===== config.mk =====
export PLATFORM = sky130hd
export DESIGN_NAME = win_irq_persist
export DESIGN_NICKNAME = d
export VERILOG_FILES = /design/src/rtl/wip_pkg.sv /design/src/rtl/wip_window_cmp.sv /design/src/rtl/wip_run_ctr.sv /design/src/rtl/wip_flag_latch.sv /design/src/rtl/win_irq_persist.sv
export SDC_FILE = /design/constraint.sdc
export NUM_CORES = 1
export LEC_CHECK = 0
export BUFFER_PORTS_ARGS = -buffer_cell sky130_fd_sc_hd__buf_2
export CORE_ASPECT_RATIO = 0.7
export CORE_MARGIN = 8
export CORE_UTILIZATION = 44
export CTS_BUF_LIST = sky130_fd_sc_hd__clkbuf_4 sky130_fd_sc_hd__clkbuf_8 sky130_fd_sc_hd__clkbuf_16
export CTS_CLUSTER_DIAMETER = 120
export DETAILED_ROUTE_END_ITERATION = 16
export MAX_ROUTING_LAYER = met4
export PLACE_DENSITY = 0.85
export SYNTH_ARGS = -nofsm -noshare
export SYNTH_HDL_FRONTEND = slang
export SYNTH_HIERARCHICAL = 1
export SYNTH_SLANG_ARGS = --single-unit

===== constraint.sdc =====
create_clock -name clk -period 2.03 [get_ports clk]
set_input_delay 0.406 -clock clk [delete_from_list [all_inputs] [get_ports clk]]
set_output_delay 0.406 -clock clk [all_outputs]
set_load 0.02 [all_outputs]

===== src/rtl/wip_pkg.sv =====
package wip_pkg;
  localparam int PCODE_W = 2;
  localparam int RUN_MAX = 16;
  localparam int RUN_W   = $clog2(RUN_MAX + 1);

  function automatic logic [RUN_W-1:0] run_needed(input logic [PCODE_W-1:0] code);
    logic [RUN_W-1:0] n;
    case (code)
      2'b00:   n = RUN_W'(1);
      2'b01:   n = RUN_W'(4);
      2'b10:   n = RUN_W'(8);
      default: n = RUN_W'(16);
    endcase
    return n;
  endfunction
endpackage


===== src/rtl/wip_window_cmp.sv =====
module wip_window_cmp #(
  parameter int DATA_W = 16
) (
  input  logic              valid,
  input  logic [DATA_W-1:0] sample,
  input  logic [DATA_W-1:0] lo,
  input  logic [DATA_W-1:0] hi,
  output logic              out_evt,
  output logic              in_evt
);
  logic below, above;

  always_comb begin
    below   = sample < lo;
    above   = sample > hi;
    out_evt = valid && (below || above);
    in_evt  = valid && !(below || above);
  end

  // the widest window never yields an event
  always_comb begin
    if (valid && lo == '0 && hi == '1)
      assert_full_window_quiet_R10: assert (!out_evt);
  end
endmodule


===== src/rtl/wip_run_ctr.sv =====
module wip_run_ctr
  import wip_pkg::*;
(
  input  logic             clk,
  input  logic             rst_n,
  input  logic             out_evt,
  input  logic             in_evt,
  input  logic             clr,
  input  logic [RUN_W-1:0] need,
  output logic             reach
);
  logic [RUN_W-1:0] run_q;
  logic [RUN_W:0]   run_inc;

  always_comb begin
    run_inc = {1'b0, run_q} + 1'b1;
    reach   = out_evt && (run_inc >= {1'b0, need});
  end

  always_ff @(posedge clk or negedge rst_n) begin
    if (!rst_n)
      run_q <= '0;
    else if (clr || in_evt)
      run_q <= '0;
    else if (out_evt && run_q != RUN_W'(RUN_MAX))
      run_q <= run_inc[RUN_W-1:0];
  end

  assert_inwin_resets_R3: assert property (@(posedge clk) disable iff (!rst_n)
    in_evt |=> run_q == '0);
  assert_clr_resets_R6: assert property (@(posedge clk) disable iff (!rst_n)
    clr |=> run_q == '0);
  assert_run_bounded_R2: assert property (@(posedge clk) disable iff (!rst_n)
    run_q <= RUN_W'(RUN_MAX));
  assert_idle_holds_R9: assert property (@(posedge clk) disable iff (!rst_n)
    (!out_evt && !in_evt && !clr) |=> $stable(run_q));
endmodule


===== src/rtl/wip_flag_latch.sv =====
module wip_flag_latch (
  input  logic clk,
  input  logic rst_n,
  input  logic set,
  input  logic clr,
  output logic flag
);
  always_ff @(posedge clk or negedge rst_n) begin
    if (!rst_n)
      flag <= 1'b0;
    else if (set)
      flag <= 1'b1;
    else if (clr)
      flag <= 1'b0;
  end

  assert_set_wins_R7: assert property (@(posedge clk) disable iff (!rst_n)
    set |=> flag);
  assert_clear_drops_R5: assert property (@(posedge clk) disable iff (!rst_n)
    (clr && !set) |=> !flag);
  assert_sticky_R5: assert property (@(posedge clk) disable iff (!rst_n)
    (!set && !clr) |=> $stable(flag));
endmodule


===== src/rtl/win_irq_persist.sv =====
module win_irq_persist
  import wip_pkg::*;
#(
  parameter int DATA_W = 16
) (
  input  logic               clk,
  input  logic               rst_n,
  input  logic               res_valid,
  input  logic [DATA_W-1:0]  res_data,
  input  logic [DATA_W-1:0]  thr_lo,
  input  logic [DATA_W-1:0]  thr_hi,
  input  logic [PCODE_W-1:0] pers_code,
  input  logic               flag_clr,
  output logic               irq_flag,
  output logic               irq_pin_oe
);
  logic             out_evt, in_evt, reach, flag;
  logic [RUN_W-1:0] need;

  assign need = run_needed(pers_code);

  wip_window_cmp #(.DATA_W(DATA_W)) u_cmp (
    .valid(res_valid), .sample(res_data), .lo(thr_lo), .hi(thr_hi),
    .out_evt(out_evt), .in_evt(in_evt)
  );

  wip_run_ctr u_run (
    .clk(clk), .rst_n(rst_n), .out_evt(out_evt), .in_evt(in_evt),
    .clr(flag_clr), .need(need), .reach(reach)
  );

  wip_flag_latch u_flag (
    .clk(clk), .rst_n(rst_n), .set(reach), .clr(flag_clr), .flag(flag)
  );

  assign irq_flag   = flag;
  assign irq_pin_oe = flag;

  // the flag only rises on an edge that sampled an out-of-window result
  assert_rise_needs_event_R4: assert property (@(posedge clk) disable iff (!rst_n)
    $rose(irq_flag) |-> $past(res_valid && (res_data < thr_lo || res_data > thr_hi)));
  // a result on a bound cannot complete a run
  assert_bound_inside_R1: assert property (@(posedge clk) disable iff (!rst_n)
    (res_valid && (res_data == thr_lo || res_data == thr_hi) && !irq_flag) |=> !irq_flag);
endmodule


* Yosys cells after proc, flatten, opt, wreduce, memory -nomap -nowiden
Index checks and enable logic that the tools add are counted.
** Cells by class
- Add/subtract/negate cells :: 1
- Magnitude comparators :: 3
- Equality and inequality tests :: 3
- Mux-type cells :: 5
- Reductions and logical operators :: 10
** Operators by type and width (count)
- $gt A16 B16 Y1 :: 1
- $lt A16 B16 Y1 :: 1
- $pmux W5 S3 :: 1
- $mux W5 :: 2
- $add A5 B1 Y6 const B :: 1
- $ge A6 B5 Y1 :: 1
- $ne A5 B5 Y1 const B :: 1
- $logic_and A1 B1 Y1 :: 4
- $reduce_bool A2 Y1 :: 2
- $eq A2 B1 Y1 const B :: 1
- $eq A2 B2 Y1 const B :: 1
- $logic_not A2 Y1 :: 1
- $logic_or A1 B1 Y1 :: 2
- $mux W1 :: 2
- $logic_not A1 Y1 :: 1
** Storage, ports and cells
- Bits in registers :: 6
- Bits of input ports :: 54
- Output and inout port bits :: 2
- Logic and storage cells :: 24

* Logic depth before layout (Yosys ltp)
- Word-level depth :: 6
- Gate-level depth with buffers :: 10
- Depth with buffers taken out :: 10

* Cells and area by module
Netlist, hierarchy kept.
** By module, submodules not included
- wip_window_cmp :: times used 1, cells an instance 109, area an instance 800.8 um2, sequential area each 0.0 um2
- wip_run_ctr :: times used 1, cells an instance 45, area an instance 445.4 um2, sequential area each 125.1 um2
- win_irq_persist :: times used 1, cells an instance 6, area an instance 37.5 um2, sequential area each 0.0 um2
- wip_flag_latch :: times used 1, cells an instance 3, area an instance 36.3 um2, sequential area each 25.0 um2

* Worst setup path after synthesis
OpenSTA, ideal clock, no wires.
- Kind :: in2reg
- Start point :: input thr_lo[6]
- End point :: register u_run.run_q[0]
- Library setup time :: 86 ps
- Arrival time :: 2348 ps
- Data required time :: 1944 ps
- Path slack :: -404 ps
- Stages :: 10
- Buffers on the path :: 0
- Cells stage by stage :: inv_1 > ha_1 > a21o_1 > a221oi_2 > o2bb2ai_1 > or4_1 > a21boi_1 > nand2_1 > xnor2_1 > nor3_1
** On the way
- Elaborated cells between the ends (all ways) :: 9
- Classes of those cells :: 1 x order compare; 1 x mux; 7 x reduce/logical
** RTL lines
- start, declared :: line win_irq_persist.sv:10 : input logic [DATA_W-1:0] thr_lo,
- $lt A16 B16 Y1 :: line wip_window_cmp.sv:14 : below = sample < lo;
- $logic_or A1 B1 Y1 :: line wip_window_cmp.sv:16 : out_evt = valid && (below || above);
- $logic_and A1 B1 Y1 :: line wip_window_cmp.sv:16
- net out_evt :: line win_irq_persist.sv:17 : logic out_evt, in_evt, reach, flag;
- $logic_and A1 B1 Y1 :: line wip_run_ctr.sv:25 : else if (out_evt && run_q != RUN_W'(RUN_MAX))
- $reduce_bool A2 Y1 (no source line)
- end signal, assigned :: line wip_run_ctr.sv:26 : run_q <= run_inc[RUN_W-1:0];
- end, declared :: line wip_run_ctr.sv:12 : logic [RUN_W-1:0] run_q;
The timed path passes the listed nets, and every way through them passes these cells.
A chain may end at the register's enable or synchronous reset.

* Worst setup path in the final report
- Start point :: input res_data[6]
- End point :: register u_run.run_q[3]
** On the way
- Elaborated cells between the ends (all ways) :: 10
- Classes of those cells :: 2 x order compare; 1 x mux; 7 x reduce/logical
** RTL lines
- start, declared :: line win_irq_persist.sv:9 : input logic [DATA_W-1:0] res_data,
- $lt A16 B16 Y1 / $gt A16 B16 Y1 (equally long branches) :: line wip_window_cmp.sv:14, wip_window_cmp.sv:15
- $logic_or A1 B1 Y1 (*) :: line wip_window_cmp.sv:16
- $logic_and A1 B1 Y1 (*) :: line wip_window_cmp.sv:16
- net out_evt :: line win_irq_persist.sv:17
- $logic_and A1 B1 Y1 (*) :: line wip_run_ctr.sv:25
- $reduce_bool A2 Y1 (no source line) (*)
The timed path passes the listed nets; every way through them passes the cells marked *.

==> metrics.yaml <==
outcome: "finished with violations"
violations: "negative setup slack"
grt_overflow: 0
root_buffer: "clkbuf_8"
synth_top_cell_by_area: "ha_1"
layout_common_cells: "buf_2, inv_1, ha_1, buf_4, a21oi_1"
htreeDepth: 1
cp.arrival_ns: 2.51
yosys_warnings: 6
crit_path_top_delay_cell: "or4_4"
n_antenna_cell: 0
fin_total_pwr_uw: 711.7
grt_setup_unrepaired: "true"
slew_viol_final: 0
grt_util_met2_pct: 26.44
dieHeight_um: 61.83
cts.sinks: 6
synth_cells: 163
antenna_found_initial: 0
hold_class: "primary input to asynchronous set/reset pin"
r2r_start: "u_run/run_q[1]"
via_per_inst: 5.110
post_drt_wl_per_cell_um: 14.15
grt_use_met3_pct: 2.299
ys_ff_latch: 6
fin_crit_ns: 2.379
drtPass1Iterations: 4
fin_nets: 330
crit_start: "res_data[6]"
setup_viol: 6
cp_max_fo: 5
synth_area_um2: 1320
path_buf_inv: 1
top_usage_layer: "met2"
gr-usage-met1_pct: 17.92
cts_buffer_depth: 2
setup_ws_ns: -0.3487
p_leak_nw: 1.104
fmax_mhz: 420.4
holdBufCountCts: 0
skew_ns: 0.001944
cts_tree: "built"
final_common_cell: "buf_2"
avgSynthCellArea_um2: 8.098
initial_core_util_pct: 46.76
post-route-period-util_pct: 117.2
io_buffer_count: 55
crit_type: "primary input to register"
clk_latency_ns: 0.22
drc: 0
hold_viol_final: 0
drive_gt1_share_pct: 40.68
wirelength_um: 3848
yosysSeqAreaShare_pct: 11.37
crit_family: "compound AO/OA/AOI/OAI gates"
globalplace.congestion: 0.8693
drt-initial-drc-count: 45
grt_max_degree: 7
via_count: 1390
fillers: 237
seq_area_um2: 150.1
multiInputGateArea_um2: 1117
grt_pass1_vias: 1415
route.antenna.remaining_nets: 0
cp_slowest_stage_delay_ns: 0.51
worstSetupStartpointType: "primary input"
numCtsBuffers: 3
coreArea_um2: 2823
power.density_nw_per_um2: 371.3
track_usage_pct: 15.16
clkTransAtPathRegs_ns: 0.04
hpwl_um: 3054
ios: 56
utilization_pct: 67.91
cp.required_ns: 2.16
cap_violations: 0
yosys-top-cells-area: "ha_1, dfrtp_1, inv_1, a21oi_1, xor2_1"
endpoint_kind: "register"
ys_types: 37
die_w_um: 81.47
syn2layout_area_growth_pct: 45.21
syn_nets: 255
crit_chain: "buf_8 > ha_4 > a21o_1 > a221oi_2 > o2bb2ai_1 > or4_4 > a21boi_4 > nand3_1 > xor2_1 > nor3_1"
ir_worst_vdd_uv: 299.6
dieArea_um2: 5037
synth_top_area_share_pct: 36.02
grt_pass1_wl_um: 5947
rows: 16
per-stage QoR:
| stage | hold WS (ns) | cell area (um^2) | setup slack [ns] | std cells | setup TNS (ns) |
|---|---|---|---|---|---|
| floorplan | 0.1104 | 1361 | -0.2614 | 163 | -1.319 |
| global route | 0.004333 | 1917 | -0.4247 | 272 | -2.331 |
| detailed placement | 0.2365 | 1772 | -0.6908 | 266 | -3.751 |
| CTS | 0.007185 | 1861 | -0.3378 | 272 | -1.717 |
| finish | 0.002490 | 1917 | -0.3487 | 272 | -1.828 |
| global placement | 0.2369 | 1772 | -0.5477 | 266 | -3.079 |
flip-flops by register name, indices dropped and copies added, names as in the netlist:
signal / count
u_flag/flag: 1
u_run/run_q: 5
cell type report:
class | instances | area share, %
timing repair buffer | 71 | 21.48
tap | 36 | 2.350
multi-input combinational | 117 | 58.29
inverter | 39 | 7.898
clock buffer | 3 | 2.154
sequential | 6 | 7.833
cell families after synthesis:
group	share of synthesized area, %
compound gates	16.02
simple gates	19.91
fa+ha+maj	36.02
other cells	0.2841
xor+xnor	3.981
flops	11.37
buf+inv	11.66
mux	0.7583
where the power goes:
group | internal (mW) | total [mW] | switching [mW]
Combinational | 0.204 | 0.393 | 0.189
Clock | 0.127 | 0.175 | 0.0481
Sequential | 0.132 | 0.144 | 0.0120
Total | 0.462 | 0.712 | 0.249
path summary, 6_finish.rpt:
kind	endpoint	slack [ns]	depth (start not counted)
min	u_run/run_q[2]	0.002	1
max reg2reg	u_flag/flag	-0.07	8
min reg2reg	u_flag/flag	0.56	1
min in group clk	u_run/run_q[0]	0.45	2
max in group asynchronous	u_flag/flag	1.89	1
max	u_run/run_q[3]	-0.35	10
routing by layer:
layer  wire length (um)  up-vias
met5                  0        -
met4                 97        0
met3                238       10
met2               1793       50
met1               1718      618
li1                   -      712
synthesized netlist by cell type:
cell / instances
inv_1: 39
ha_1: 38
a21oi_1: 9
nand2_1: 7
dfrtp_1: 6
nand3_1: 6
nor3_1: 6
o21ai_0: 5
and3_1: 4
nor2_1: 4
xor2_1: 4
a21o_1: 3
nand4_1: 3
a21boi_0: 2
and4_1: 2
nand2b_4: 2
nor2b_1: 2
xnor2_1: 2
a2111oi_0: 1
a2111oi_1: 1
a2111oi_4: 1
a21boi_1: 1
a221o_1: 1
a221oi_2: 1
and2_1: 1
and2_2: 1
and2b_2: 1
buf_4: 1
conb_1: 1
mux2i_1: 1
nand4bb_1: 1
nor4_1: 1
nor4_2: 1
o2bb2ai_1: 1
o31a_1: 1
o31ai_1: 1
or4_1: 1
what timing repair did:
action | CTS | global route
buffers inserted | 3 | 0
pin swaps | 3 | 4
gates resized for setup | 8 | 11
endpoints found under the setup margin | 6 | 6
Power figures use the tool's default switching activity.
